--- src/rtl/uart_irq_ctrl.sv ---
module uart_irq_ctrl #(
  parameter int DEPTH   = 32,
  parameter int TO_BITS = 32,
  parameter int AW      = 3
) (
  input  logic                          clk,
  input  logic                          rst_n,
  input  logic                          reg_we,
  input  logic [AW-1:0]                 reg_addr,
  input  logic [7:0]                    reg_wdata,
  output logic [7:0]                    reg_rdata,
  input  logic [$clog2(DEPTH+1)-1:0]    tx_level,
  input  logic [$clog2(DEPTH+1)-1:0]    rx_level,
  input  logic                          rx_push,
  input  logic                          rx_pop,
  input  logic                          bit_tick,
  input  logic                          cts_in,
  input  logic [3:0]                    err_in,
  output logic                          fifo_en,
  output logic                          irq
);
  localparam int LW = $clog2(DEPTH+1);
  localparam int CW = $clog2(TO_BITS+1);
  localparam logic [AW-1:0] A_CTRL = AW'(0);
  localparam logic [AW-1:0] A_LVL  = AW'(1);
  localparam logic [AW-1:0] A_MASK = AW'(2);
  localparam logic [AW-1:0] A_RAW  = AW'(3);
  localparam logic [AW-1:0] A_MIS  = AW'(4);
  localparam logic [AW-1:0] A_CLR  = AW'(5);
  localparam logic [AW-1:0] A_FLAG = AW'(6);

  logic          fifo_en_q;
  logic [5:0]    lvl_q;
  logic [7:0]    mask_q;
  logic [7:0]    raw_q;
  logic          cts_q;
  logic [CW-1:0] to_cnt;

  function automatic logic [LW-1:0] thr_of(input logic [2:0] code);
    case (code)
      3'd0:    thr_of = LW'(DEPTH / 8);
      3'd1:    thr_of = LW'(DEPTH / 4);
      3'd3:    thr_of = LW'(DEPTH * 3 / 4);
      3'd4:    thr_of = LW'(DEPTH * 7 / 8);
      default: thr_of = LW'(DEPTH / 2);
    endcase
  endfunction

  wire [LW-1:0] rx_thr = fifo_en_q ? thr_of(lvl_q[2:0]) : LW'(1);
  wire [LW-1:0] tx_thr = fifo_en_q ? thr_of(lvl_q[5:3]) : '0;
  wire          timed_out = (to_cnt == CW'(TO_BITS));
  wire [7:0]    clr = (reg_we && reg_addr == A_CLR) ? reg_wdata : 8'h00;
  wire [7:0]    set = {err_in, (cts_in != cts_q), timed_out,
                       (tx_level <= tx_thr), (rx_level >= rx_thr)};

  always_ff @(posedge clk) begin
    if (!rst_n) begin
      fifo_en_q <= 1'b0;
      lvl_q     <= 6'b010_010;
      mask_q    <= '0;
      raw_q     <= '0;
      cts_q     <= 1'b0;
      to_cnt    <= '0;
    end else begin
      if (reg_we && reg_addr == A_CTRL) fifo_en_q <= reg_wdata[0];
      if (reg_we && reg_addr == A_LVL)  lvl_q     <= reg_wdata[5:0];
      if (reg_we && reg_addr == A_MASK) mask_q    <= reg_wdata;
      raw_q <= set | (raw_q & ~clr);
      cts_q <= cts_in;
      if (rx_level == '0 || rx_push || rx_pop) to_cnt <= '0;
      else if (bit_tick && !timed_out)         to_cnt <= to_cnt + 1'b1;
    end
  end

  always_comb begin
    case (reg_addr)
      A_CTRL:  reg_rdata = {7'b0, fifo_en_q};
      A_LVL:   reg_rdata = {2'b0, lvl_q};
      A_MASK:  reg_rdata = mask_q;
      A_RAW:   reg_rdata = raw_q;
      A_MIS:   reg_rdata = raw_q & mask_q;
      A_FLAG:  reg_rdata = {7'b0, cts_in};
      default: reg_rdata = 8'h00;
    endcase
  end

  assign fifo_en = fifo_en_q;
  assign irq     = |(raw_q & mask_q);
endmodule

--- config.mk ---
export PLATFORM = sky130hd
export DESIGN_NAME = uart_irq_ctrl
export DESIGN_NICKNAME = d
export VERILOG_FILES = /design/src/rtl/uart_irq_ctrl.sv
export SDC_FILE = /design/constraint.sdc
export NUM_CORES = 1
export LEC_CHECK = 0
export ABC_CLOCK_PERIOD_IN_PS = 2350
export BUFFER_PORTS_ARGS = -buffer_cell sky130_fd_sc_hd__buf_2
export CORE_MARGIN = 1
export CORE_UTILIZATION = 33
export CTS_BUF_LIST = sky130_fd_sc_hd__clkbuf_8
export DETAILED_ROUTE_END_ITERATION = 8
export GPL_TIMING_DRIVEN = 0
export PLACE_DENSITY = 0.5
export SETUP_SLACK_MARGIN = 0.05
export SYNTH_ARGS = -nofsm -noshare
export SYNTH_HDL_FRONTEND = slang
export SYNTH_SLANG_ARGS = --single-unit
--- constraint.sdc ---
create_clock -name clk -period 2.35 [get_ports clk]
set_clock_uncertainty 0.2 [all_clocks]
set_input_delay 0.235 -clock clk [delete_from_list [all_inputs] [get_ports clk]]
set_output_delay 0.235 -clock clk [all_outputs]
set_load 0.1 [all_outputs]
* Word level (Yosys, flattened, before mapping) *
Cells that the tools add are included.

storage, ports and cells
  register bits = 30
  input bits = 34
  logic and storage cells = 48
  output and inout port bits = 10

operators by class
  add/subtract/negate cells = 1
  equality and inequality tests = 14
  reductions and logical operators = 14
  mux-type cells = 6
  $lt $le $gt $ge = 2
  bitwise gates (word level) = 5

operators by type and width
  operator               number
  $pmux W8 S6            1
  $pmux W5 S4            2
  $and A8 B8 Y8          2
  $eq A3 B3 Y1 const B   5
  $eq A3 B2 Y1 const B   4
  $mux W6                2
  $eq A3 B1 Y1 const B   3
  $logic_not A3 Y1       3
  $mux W8                1
  $not A8 Y8             1
  $or A8 B8 Y8           1
  $reduce_or A8 Y1       1
  $add A6 B1 Y6 const B  1
  $eq A6 B6 Y1 const B   1
  $ge A6 B6 Y1           1
  $le A6 B6 Y1           1
  $logic_not A6 Y1       1
  $logic_and A1 B1 Y1    5
  $logic_or A1 B1 Y1     2
  $reduce_or A2 Y1       1
  $logic_not A1 Y1       1
  $ne A1 B1 Y1           1
  $not A1 Y1             1

* Depth between registers and ports, before layout *
Gate-level depths: netlist of the first run.

  word-level depth = 6
  depth in mapped cells = 8
  gate-level depth less buffers = 8

* Least setup slack after synthesis of the first run *
Ideal clock, no wire load.

  path type = register to output
  start point = register fifo_en_q, in the netlist fifo_en
  end point = output port reg_rdata[0]
  setup slack = -1.643 ns
  required time = 1.915 ns
  data arrival time = 3.558 ns
  buffers on the path = 0
  cell stages (with the launch flop) = 4
  cells stage by stage = dfxtp_1 > mux4_2 > inv_1 > o21ai_0

between the ends
  word-level cells in the longest chain between the ends = 1

ends and longest elaborated chain
  what                    RTL line  source
  from (decl)             32        logic fifo_en_q;
  from (signal assigned)  65        if (reg_we && reg_addr == A_CTRL) fifo_en_q <= reg_wdata[0];
  $pmux W8 S6             76        case (reg_addr)
  to (decl)               11        output logic [7:0] reg_rdata,

No other way between the ends.

* Worst setup path after layout of the first run *
  start point = input port reg_addr[1]
  end point = output port reg_rdata[4]

between the ends
  word-level cells in the longest chain between the ends = 2
  elaborated cells between the ends (all ways) = 7
  classes of those cells = 5 x eq/ne; 1 x mux; 1 x reduce/logical

ends and longest elaborated chain
  what                                  RTL line  source
  from (decl)                           9         input logic [AW-1:0] reg_addr,
  $eq A3 B3 Y1 (tied with other cells)  76
  $pmux W8 S6 (*)                       76

Every way passes the cells marked *; elsewhere a longest branch is shown, timed or not.

==> results of run 1 <==
[kinds of logic after synthesis]
logic type	count (synthesis)
multiplexers	16
AND/OR/NAND/NOR	84
flip-flops	30
XOR/XNOR	5
buffers and inverters	21
adder cells (fa/ha/maj)	9
AO/OA/AOI/OAI	45
[timing repair]
action / 4_1_cts / 5_1_grt
resized for setup: 0 / 0
hold buffers: 8 / 0
endpoints found under the hold margin: 8 / 0
[final cells by class]
| class | instances | area, um2 |
|---|---|---|
| fill | 525 | 2740 |
| multi-input combinational | 159 | 1180 |
| sequential | 30 | 602 |
| timing repair buffer | 51 | 295 |
| clock buffer | 8 | 110 |
| tap | 70 | 87.6 |
| inverter | 13 | 48.8 |
| buffer | 8 | 45.0 |
[synthesized netlist by cell type]
cell / n / area share [%]
nor4b_1: 1 / 0.50
a221oi_1: 1 / 0.50
ha_1: 9 / 6.4
and4b_1: 1 / 0.57
a21boi_1: 9 / 3.9
mux4_2: 1 / 1.3
nor2_8: 1 / 1.1
o32ai_1: 6 / 3.0
o21a_1: 1 / 0.43
o21ai_0: 7 / 2.0
nand4_1: 4 / 1.4
inv_1: 13 / 2.8
mux2i_1: 13 / 7.4
nand3b_1: 2 / 0.86
nor3_1: 3 / 0.86
a31o_2: 1 / 0.50
and2_1: 1 / 0.36
a32o_1: 1 / 0.57
a21oi_1: 13 / 3.7
xor2_1: 3 / 1.5
mux2_2: 2 / 1.3
clkbuf_1: 2 / 0.43
buf_2: 3 / 0.86
nand2b_1: 3 / 1.1
o211ai_1: 1 / 0.43
nand2_1: 36 / 7.7
xnor2_1: 2 / 1.0
dfxtp_1: 30 / 34
nor2b_2: 1 / 0.50
a22oi_1: 1 / 0.43
o31ai_1: 1 / 0.43
and3b_1: 1 / 0.50
nand3_1: 2 / 0.57
buf_4: 3 / 1.3
a311oi_1: 1 / 0.50
a22o_1: 1 / 0.50
nor2b_1: 14 / 5.0
nor4_1: 1 / 0.36
nor2_1: 13 / 2.8
a32oi_1: 1 / 0.50
[critical path: stages]
cell,delay (ns)
buf_2,0.11
buf_4,0.18
nor2b_2,0.30
a21oi_1,0.16
o32ai_4,0.22
buf_2,0.46
[through the flow]
step | util (%) | worst slack (ns)
finish | 46.4 | 0.227
global route | 46.4 | 0.151
CTS | 46.4 | 0.211
detailed placement | 42.7 | 0.219
global placement | 42.7 | 0.215
floorplan | - | 0.0424
[path summary, 6_finish.rpt]
kind,start,to,slack (ns),depth (start not counted)
setup / recovery,reg_addr[1],reg_rdata[4],0.23,6
hold / removal,reg_wdata[5],mask_q[5],0.01,3
setup reg to reg,lvl_q[5],raw_q[1],0.33,7
hold reg to reg,mask_q[0],mask_q[0],0.27,2
[per-layer routing]
metal / routed length [um] / GRT usage [%] / vias up / share of wire (%)
met1: 2240 / 25.3 / 717 / 50
met3: 245 / 3.35 / 8 / 5.5
li1: - / - / 849 / -
met4: 56 / 6.50 / 0 / 1.3
met5: 0 / 0 / - / 0
met2: 1910 / 26.4 / 45 / 43
[power by group through the flow]
stage          clock, W  sequential, W  combinational [W]
6_report       0.000487       0.000542           0.000233
4_1_cts        0.000504       0.000542           0.000235
2_1_floorplan         0       0.000551           0.000156
5_1_grt        0.000533       0.000545           0.000255
3_5_place_dp          0       0.000553           0.000224
3_3_place_gp          0       0.000554           0.000223
[flip-flops by register name, indices dropped and copies added (netlist names)]
name     cells
cts_q        1
to_cnt       6
raw_q        8
mask_q       8
fifo_en      1
lvl_q        6
==> flow_metrics.env, run 1 <==
export IMPL_finalHoldViolations=0
export IMPL_syn_nets=253
export IMPL_min_period_over_period_pct=90.3
export IMPL_tns_ns=0
export IMPL_cp_start_kind="input pin"
export IMPL_totalWireLength_um=4450
export IMPL_rsz0062_at_grt="false"
export IMPL_grt_pass1_wl_um=7250
export IMPL_syn_area_mm2=0.00175
export IMPL_worst_pin_slew_ns=0.529
export IMPL_period_needed_ns=2.12
export IMPL_die_w_um=74.9
export IMPL_fin_nets=311
export IMPL_whs_ns=0.0147
export IMPL_worstSetupPathType="input pin to output pin"
export IMPL_place_area_mm2=0.00218
export IMPL_firstDrtPassIters=4
export IMPL_antenna_left=0
export IMPL_yosysSeqAreaShare_pct=34.2
export IMPL_synthXorXnorAreaFrac_pct=2.50
export IMPL_io_buffers=43
export IMPL_grt_pass1_vias=1477
export IMPL_maxCapViolCount=0
export IMPL_synthCells=210
export IMPL_clkLatencyLatePin_ns=0.28
export IMPL_gp_congestion=0.715
export IMPL_place_hpwl_um=3300
export IMPL_diodes=0
export IMPL_clk_pin_slew_ns=0.06
export IMPL_route_detailed_drc=0
export IMPL_drtIter0Drc=52
export IMPL_stdcell_area_mm2=0.00237
export IMPL_cp_arrival_ns=1.69
export IMPL_core_area_mm2=0.00511
export IMPL_max_freq_mhz=471
export IMPL_comb_power_share_pct=18.4
export IMPL_clockBufferDepth=2
export IMPL_drive_above_1_share_pct=26.8
export IMPL_avgViaCountPerCell=4.78
export IMPL_yosys_register_bits=30
export IMPL_synth_compound_area_share_pct=17.3
export IMPL_cts_setup_buffers=0
export IMPL_yosys_warnings=0
export IMPL_cp_data_required_time_ns=1.91
export IMPL_clkSinkCount=30
export IMPL_p_total_w=0.00126
export IMPL_pwr_share_clk_pct=38.6
export IMPL_synth_top_family_by_area="simple AND/OR/NAND/NOR gates"
export IMPL_gr_usage_all_layers_pct=17.7
export IMPL_internal_power_w=0.000911
export IMPL_h_tree_depth=2
export IMPL_fp_dieH_um=74.9
export IMPL_holdCritPathClass="input pin to flip-flop"
export IMPL_muxShareOfSynthArea_pct=9.99
export IMPL_clockRootBuffer="clkbuf_8"
export IMPL_cts_inserted_buffers=5
export IMPL_top_level_ports=44
export IMPL_vias=1619
export IMPL_crit_fanout=10
export IMPL_mostFrequentLayoutCell="buf_2"
export IMPL_leakage_nw=0.931
export IMPL_area_growth_pct=35.0
export IMPL_wl_per_cell_um=13.1
export IMPL_start_util_pct=34.3
export IMPL_setup_violations=0
export IMPL_drv_slew=0
export IMPL_die_area_mm2=0.00561
export IMPL_p_per_area_mw_per_mm2=533
export IMPL_synth_area_per_cell_um2=8.35
export IMPL_slew_headroom_pct=64.8
export IMPL_layout_common_cells="buf_2 (46), nand2_1 (36), dfxtp_1 (29)"
export IMPL_rows=26
export IMPL_synth_simple_area_share_pct=24.2
export IMPL_grt_max_degree=11
export IMPL_ir_drop_mv=0.309
export IMPL_stdcell_count=339
export IMPL_critPathCaptureType="output pin"
export IMPL_dp_cells=323
export IMPL_run_status="complete, no violations"
export IMPL_ys_types=40
export IMPL_grt_overflow=0
export IMPL_cts_tree="built"
export IMPL_yosys_area_share_adder_pct=6.42
export IMPL_pwr_share_seq_pct=43.0
export IMPL_p_sw_w=0.000350
export IMPL_swShare_pct=27.8
export IMPL_antenna_found_initial=0
No activity file was read; power rests on OpenSTA's default activity.
==> run 2: changes to the inputs <==
--- a/config.mk
+++ b/config.mk
@@ -5,6 +5,7 @@
 export SDC_FILE = /design/constraint.sdc
 export NUM_CORES = 1
 export LEC_CHECK = 0
+export ABC_AREA = 1
 export ABC_CLOCK_PERIOD_IN_PS = 2350
 export BUFFER_PORTS_ARGS = -buffer_cell sky130_fd_sc_hd__buf_2
 export CORE_MARGIN = 1
==> run 2 against run 1 <==
Compared with the run above: clock power shrank 14%; die area down 0.97%; sequential share of layout area increased by 2.0 points; setup slack better by 0.11 ns; hold slack lost 0.0071 ns; register-to-register slack better by 0.41 ns; first-iteration DRC count grew 48%; final cell count grew 16%; utilization is 3.1 points lower; non-clock buffer count decreased by 11; flip-flop and latch count is the same.
==> flow_metrics.env, run 2 <==
export IMPL_run_status="complete, no violations"
export IMPL_gr_usage_all_layers_pct=19.1
export IMPL_fin_nets=364
export IMPL_comb_power_share_pct=18.7
export IMPL_h_tree_depth=2
export IMPL_stdcell_count=392
export IMPL_cts_hold_buffers=4
export IMPL_finalHoldViolations=0
export IMPL_yosysTopAreaCell="dfxtp_1"
export IMPL_synth_most_common_cell="nand2_1"
export IMPL_pwr_share_clk_pct=35.3
export IMPL_clkSinkCount=30
export IMPL_place_hpwl_um=3610
export IMPL_p_sw_w=0.000362
export IMPL_worst_slack_ns=0.338
export IMPL_maxCapViolCount=0
export IMPL_ys_flop_type="dfxtp_1"
export IMPL_yosys_area_share_adder_pct=6.48
export IMPL_cp_arrival_ns=1.58
export IMPL_cp_data_required_time_ns=1.91
export IMPL_clkLatencyLatePin_ns=0.28
export IMPL_reg_top3="mask_q x8, raw_q x8"
export IMPL_totalWireLength_um=4700
export IMPL_avgViaCountPerCell=4.70
export IMPL_grt_pass1_wl_um=7770
export IMPL_antenna_found_initial=0
export IMPL_tns_ns=0
export IMPL_synthXorXnorAreaFrac_pct=1.01
export IMPL_mostFrequentLayoutCell="nand2_1"
export IMPL_synthArstFlopShare_pct=0
export IMPL_synth_top_area_share_pct=34.6
export IMPL_worstSetupPathType="input pin to output pin"
export IMPL_max_freq_mhz=497
export IMPL_die_w_um=74.5
export IMPL_swShare_pct=30.4
export IMPL_p_per_area_mw_per_mm2=541
export IMPL_drtIter0Drc=77
export IMPL_period_needed_ns=2.01
export IMPL_grt_pass1_vias=1710
export IMPL_synth_simple_area_share_pct=36.8
export IMPL_cts_inserted_buffers=5
export IMPL_core_area_mm2=0.00507
export IMPL_grt_max_degree=11
export IMPL_firstDrtPassIters=4
export IMPL_io_buffers=42
export IMPL_muxShareOfSynthArea_pct=0
export IMPL_rsz0062_at_grt="false"
export IMPL_holdCritPathClass="input pin to flip-flop"
export IMPL_syn_nets=311
export IMPL_crit_fanout=7
export IMPL_synthCells=268
export IMPL_drive_above_1_share_pct=18.6
export IMPL_syn_area_mm2=0.00174
export IMPL_vias=1842
export IMPL_route_detailed_drc=0
export IMPL_worst_pin_slew_ns=0.482
export IMPL_synth_edf_count=0
export IMPL_yosys_warnings=0
export IMPL_top_level_ports=44
export IMPL_internal_power_w=0.000828
export IMPL_die_area_mm2=0.00556
export IMPL_diodes=0
export IMPL_post_cts_resized=0
export IMPL_start_util_pct=34.2
export IMPL_synth_top_family_by_area="simple AND/OR/NAND/NOR gates"
export IMPL_setup_violations=0
export IMPL_clk_pin_slew_ns=0.06
export IMPL_leakage_nw=1.01
export IMPL_clockBufferDepth=2
export IMPL_ir_drop_mv=0.190
export IMPL_min_period_over_period_pct=85.6
export IMPL_drv_slew=0
export IMPL_layout_common_cells="nand2_1 (67), nor2_1 (46), buf_2 (42)"
export IMPL_cts_tree="built"
export IMPL_dp_cells=380
export IMPL_synth_compound_area_share_pct=13.7
export IMPL_slowest_delay_ns=0.47
export IMPL_cp_start_kind="input pin"
export IMPL_grt_overflow=0
export IMPL_dp_worst_setup_slack_ns=0.326
export IMPL_fp_dieH_um=74.5
export IMPL_synthTopCellsByArea="dfxtp_1 (35%), nand2_1 (15%), nor2_1 (10%)"
export IMPL_whs_ns=0.00752
export IMPL_yosysSeqAreaShare_pct=34.6
export IMPL_wl_per_cell_um=12.0
export IMPL_synth_area_per_cell_um2=6.48
export IMPL_antenna_left=0
export IMPL_pwr_share_seq_pct=45.9
export IMPL_rows=26
export IMPL_synth_common_cells="nand2_1 (68), nor2_1 (48), dfxtp_1 (30)"
export IMPL_ys_types=22
export IMPL_crit_chain="buf_2 -> inv_12 -> nor2_4 -> nand2_1 -> inv_1 -> nand2_1 -> o2111ai_1 -> buf_2"
export IMPL_gp_congestion=0.817
export IMPL_cpMaxStageDelayCell="buf_2"
export IMPL_critPathCaptureType="output pin"
export IMPL_clockRootBuffer="clkbuf_8"
export IMPL_yosys_register_bits=30
export IMPL_slew_headroom_pct=67.9
export IMPL_cts_setup_buffers=0
export IMPL_area_growth_pct=26.5
run 2: cell count changes in the layout (fill, tap and decap cells not counted), sizes merged, moves of 13 or more:
cell   change
nor2      +36
nand2     +33
nand3     +21
inv       +19
nor2b     -15
mux2i     -13
o21ai     +13
run 2: power by group through the flow:
stage | combinational (W) | sequential [W] | clock [W]
3_5_place_dp | 0.000220 | 0.000557 | 0
3_3_place_gp | 0.000219 | 0.000557 | 0
2_1_floorplan | 0.000142 | 0.000557 | 0
4_1_cts | 0.000225 | 0.000546 | 0.000441
6_report | 0.000223 | 0.000546 | 0.000421
5_1_grt | 0.000249 | 0.000549 | 0.000467
run 2: layer usage:
| layer | track usage, % | share of wire [%] |
|---|---|---|
| met3 | 4.07 | 3.5 |
| met2 | 31.5 | 45 |
| met5 | 0 | 0 |
| met4 | 6.92 | 1.5 |
| met1 | 24.4 | 50 |
run 2: area by class of cell:
type / count / area, um2
fill: 598 / 2880
sequential: 30 / 602
buffer: 2 / 7.51
timing repair buffer: 46 / 250
multi-input combinational: 204 / 1020
clock inverter: 2 / 8.76
clock buffer: 6 / 82.6
tap: 70 / 87.6
inverter: 32 / 134
run 2: final timing paths:
path	startpoint	endpoint	slack, ns	depth (start not counted)
setup / recovery	reg_addr[1]	reg_rdata[1]	0.34	8
hold / removal	cts_in	cts_q	0.008	3
setup reg to reg	lvl_q[4]	raw_q[1]	0.74	10
hold reg to reg	raw_q[3]	raw_q[3]	0.29	2
run 2: kinds of logic (layout without fill, tap and decap cells):
family,after synthesis,after routing
AO/OA/AOI/OAI,42,42
AND/OR/NAND/NOR,151,151
XOR/XNOR,2,2
flip-flops,30,30
buffers and inverters,34,88
adder cells (fa/ha/maj),9,9
run 2: worst max-delay path: cells and delay by family:
| kind | cells | cell delay [ns] |
|---|---|---|
| buffers and inverters | 4 | 0.98 |
| AO/OA/AOI/OAI | 1 | 0.11 |
| AND/OR/NAND/NOR | 3 | 0.25 |
run 2: metrics by stage:
step	total power, W	instance area, um2	util, %
floorplan	0.000698	1770	-
detailed placement	0.000777	2070	40.7
global placement	0.000776	2070	40.7
global route	0.00127	2200	43.3
finish	0.00119	2200	43.3
CTS	0.00121	2200	43.3
==> run 3: changes to the inputs <==
--- a/config.mk
+++ b/config.mk
@@ -8,6 +8,7 @@
 export ABC_AREA = 1
 export ABC_CLOCK_PERIOD_IN_PS = 2350
 export BUFFER_PORTS_ARGS = -buffer_cell sky130_fd_sc_hd__buf_2
+export CORE_ASPECT_RATIO = 1.2
 export CORE_MARGIN = 1
 export CORE_UTILIZATION = 33
 export CTS_BUF_LIST = sky130_fd_sc_hd__clkbuf_8
==> run 3 against run 2 <==
Compared with the run above: sequential share of layout area up 0.22 points; die area hardly changed; flip-flop and latch count unchanged; first-iteration DRC count grew 1.3%; global-route usage shrank 1.0 points; highest routed layer unchanged; critical path type unchanged; largest cell class unchanged; hold slack gained 0.0058 ns; power down 3.3%; via count is 0.98% higher.
==> flow_metrics.env, run 3 (synthesis gave the netlist of run 2 again) <==
export IMPL_antenna_left=0
export IMPL_grt_pass1_vias=1603
export IMPL_vias=1860
export IMPL_p_sw_w=0.000358
export IMPL_fp_dieH_um=81.5
export IMPL_holdCritPathClass="input pin to flip-flop"
export IMPL_run_status="complete, no violations"
export IMPL_stdcell_count=382
export IMPL_leakage_nw=1.01
export IMPL_grt_max_degree=11
export IMPL_comb_power_share_pct=19.4
export IMPL_clockRootBuffer="clkbuf_8"
export IMPL_r2r_start="lvl_q[3]"
export IMPL_startpoint="cts_in"
export IMPL_top_level_ports=44
export IMPL_antenna_found_initial=0
export IMPL_internal_power_w=0.000792
export IMPL_cp_start_kind="input pin"
export IMPL_min_delay_start="reg_wdata[1]"
export IMPL_p_per_area_mw_per_mm2=528
export IMPL_io_buffers=42
export IMPL_reg_top3="mask_q x8, raw_q x8"
export IMPL_worstSetupPathType="input pin to output pin"
export IMPL_layout_common_cells="nand2_1 (67), nor2_1 (46), buf_2 (42)"
export IMPL_drv_slew=0
export IMPL_firstDrtPassIters=4
export IMPL_diodes=0
export IMPL_start_util_pct=34.7
export IMPL_route_detailed_drc=0
export IMPL_totalWireLength_um=4720
export IMPL_period_needed_ns=2.07
export IMPL_cp_data_required_time_ns=1.91
export IMPL_pwr_share_clk_pct=33.1
export IMPL_die_w_um=68.2
export IMPL_die_area_mm2=0.00556
export IMPL_critPathCaptureType="output pin"
export IMPL_setup_violations=0
export IMPL_multiInputGateArea_mm2=0.00102
export IMPL_drtIter0Drc=78
export IMPL_rsz0062_at_grt="false"
export IMPL_h_tree_depth=2
export IMPL_avgViaCountPerCell=4.87
export IMPL_fill_cells=579
export IMPL_grt_overflow=0
export IMPL_cts_inserted_buffers=5
export IMPL_gr_usage_all_layers_pct=18.0
export IMPL_wl_per_cell_um=12.3
export IMPL_cp_arrival_ns=1.64
export IMPL_worst_pin_slew_ns=0.494
export IMPL_grt_pass1_wl_um=7280
export IMPL_crit_fanout=3
export IMPL_min_period_over_period_pct=88.1
export IMPL_worst_slack_ns=0.279
export IMPL_max_freq_mhz=483
export IMPL_dp_worst_setup_slack_ns=0.331
export IMPL_pwr_share_seq_pct=47.5
export IMPL_whs_ns=0.0134
export IMPL_clkSinkCount=30
export IMPL_utilization_pct=43.5
export IMPL_drive_above_1_share_pct=18.0
export IMPL_ir_drop_mv=0.241
export IMPL_mostFrequentLayoutCell="nand2_1"
export IMPL_core_area_mm2=0.00501
export IMPL_gp_congestion=0.728
export IMPL_clk_pin_slew_ns=0.06
export IMPL_p_total_w=0.00115
export IMPL_dp_cells=370
export IMPL_rows=28
export IMPL_area_growth_pct=25.5
export IMPL_maxCapViolCount=0
export IMPL_cts_tree="built"
export IMPL_clockBufferDepth=2
export IMPL_swShare_pct=31.1
export IMPL_clkLatencyLatePin_ns=0.28
export IMPL_fin_nets=365
export IMPL_place_hpwl_um=3570
export IMPL_finalHoldViolations=0
export IMPL_ff2ff_setup_slack_ns=0.73
export IMPL_slew_headroom_pct=67.3
export IMPL_regArea_um2=602
-- run 3: changes by cell type in the layout (fill, tap and decap cells not counted) --
cell	before	now
clkbuf_8	6	5
clkinv_2	2	1
dlygate4sd3_1	4	5
inv_1	30	31
-- run 3: per-layer routing --
layer	GRT usage (%)	part of all wire [%]	vias up
met5	0	0	-
met4	5.00	1.0	0
met3	3.61	4.1	7
met2	32.1	49	41
met1	21.4	45	832
li1	-	-	980
-- run 3: area by class of cell --
cell class,instances,area share (%)
sequential,30,27.6
tap,60,3.44
multi-input combinational,204,47.0
inverter,32,6.14
buffer,2,0.344
timing repair buffer,47,11.9
clock inverter,2,0.344
clock buffer,5,3.16
-- run 3: power groups by stage --
| stage | Clock (W) | Combinational, W | Sequential, W |
|---|---|---|---|
| final | 0.000381 | 0.000223 | 0.000546 |
| after global routing | 0.000411 | 0.000245 | 0.000548 |
| after CTS | 0.000391 | 0.000226 | 0.000546 |
| after detailed placement | 0 | 0.000219 | 0.000557 |
| after global placement | 0 | 0.000218 | 0.000557 |
| after floorplan | 0 | 0.000142 | 0.000557 |
-- run 3: path summary, 6_finish.rpt --
path | end | cells after the start
setup reg to reg | raw_q[1] | 10
hold / removal | lvl_q[1] | 3
setup / recovery | reg_rdata[0] | 7
hold reg to reg | raw_q[3] | 2
-- run 3: timing repair --
action	CTS	global route
setup buffers	0	0
gates resized for setup	0	0
hold endpoints to repair	5	0
hold buffers	5	0
-- run 3: stage by stage --
stage                     setup TNS, ns  area (um2)
final                                 0        2180
after global placement                0        2050
after detailed placement              0        2050
after CTS                             0        2180
after global routing                  0        2180
after floorplan                  -0.274        1770
-- run 3: critical path, cell delays in order --
cell and delay, ns:
dlygate4sd3_1 0.52, buf_2 0.13, nand4_1 0.11, o21ai_0 0.09
inv_1 0.05, nand4_1 0.07, buf_2 0.42
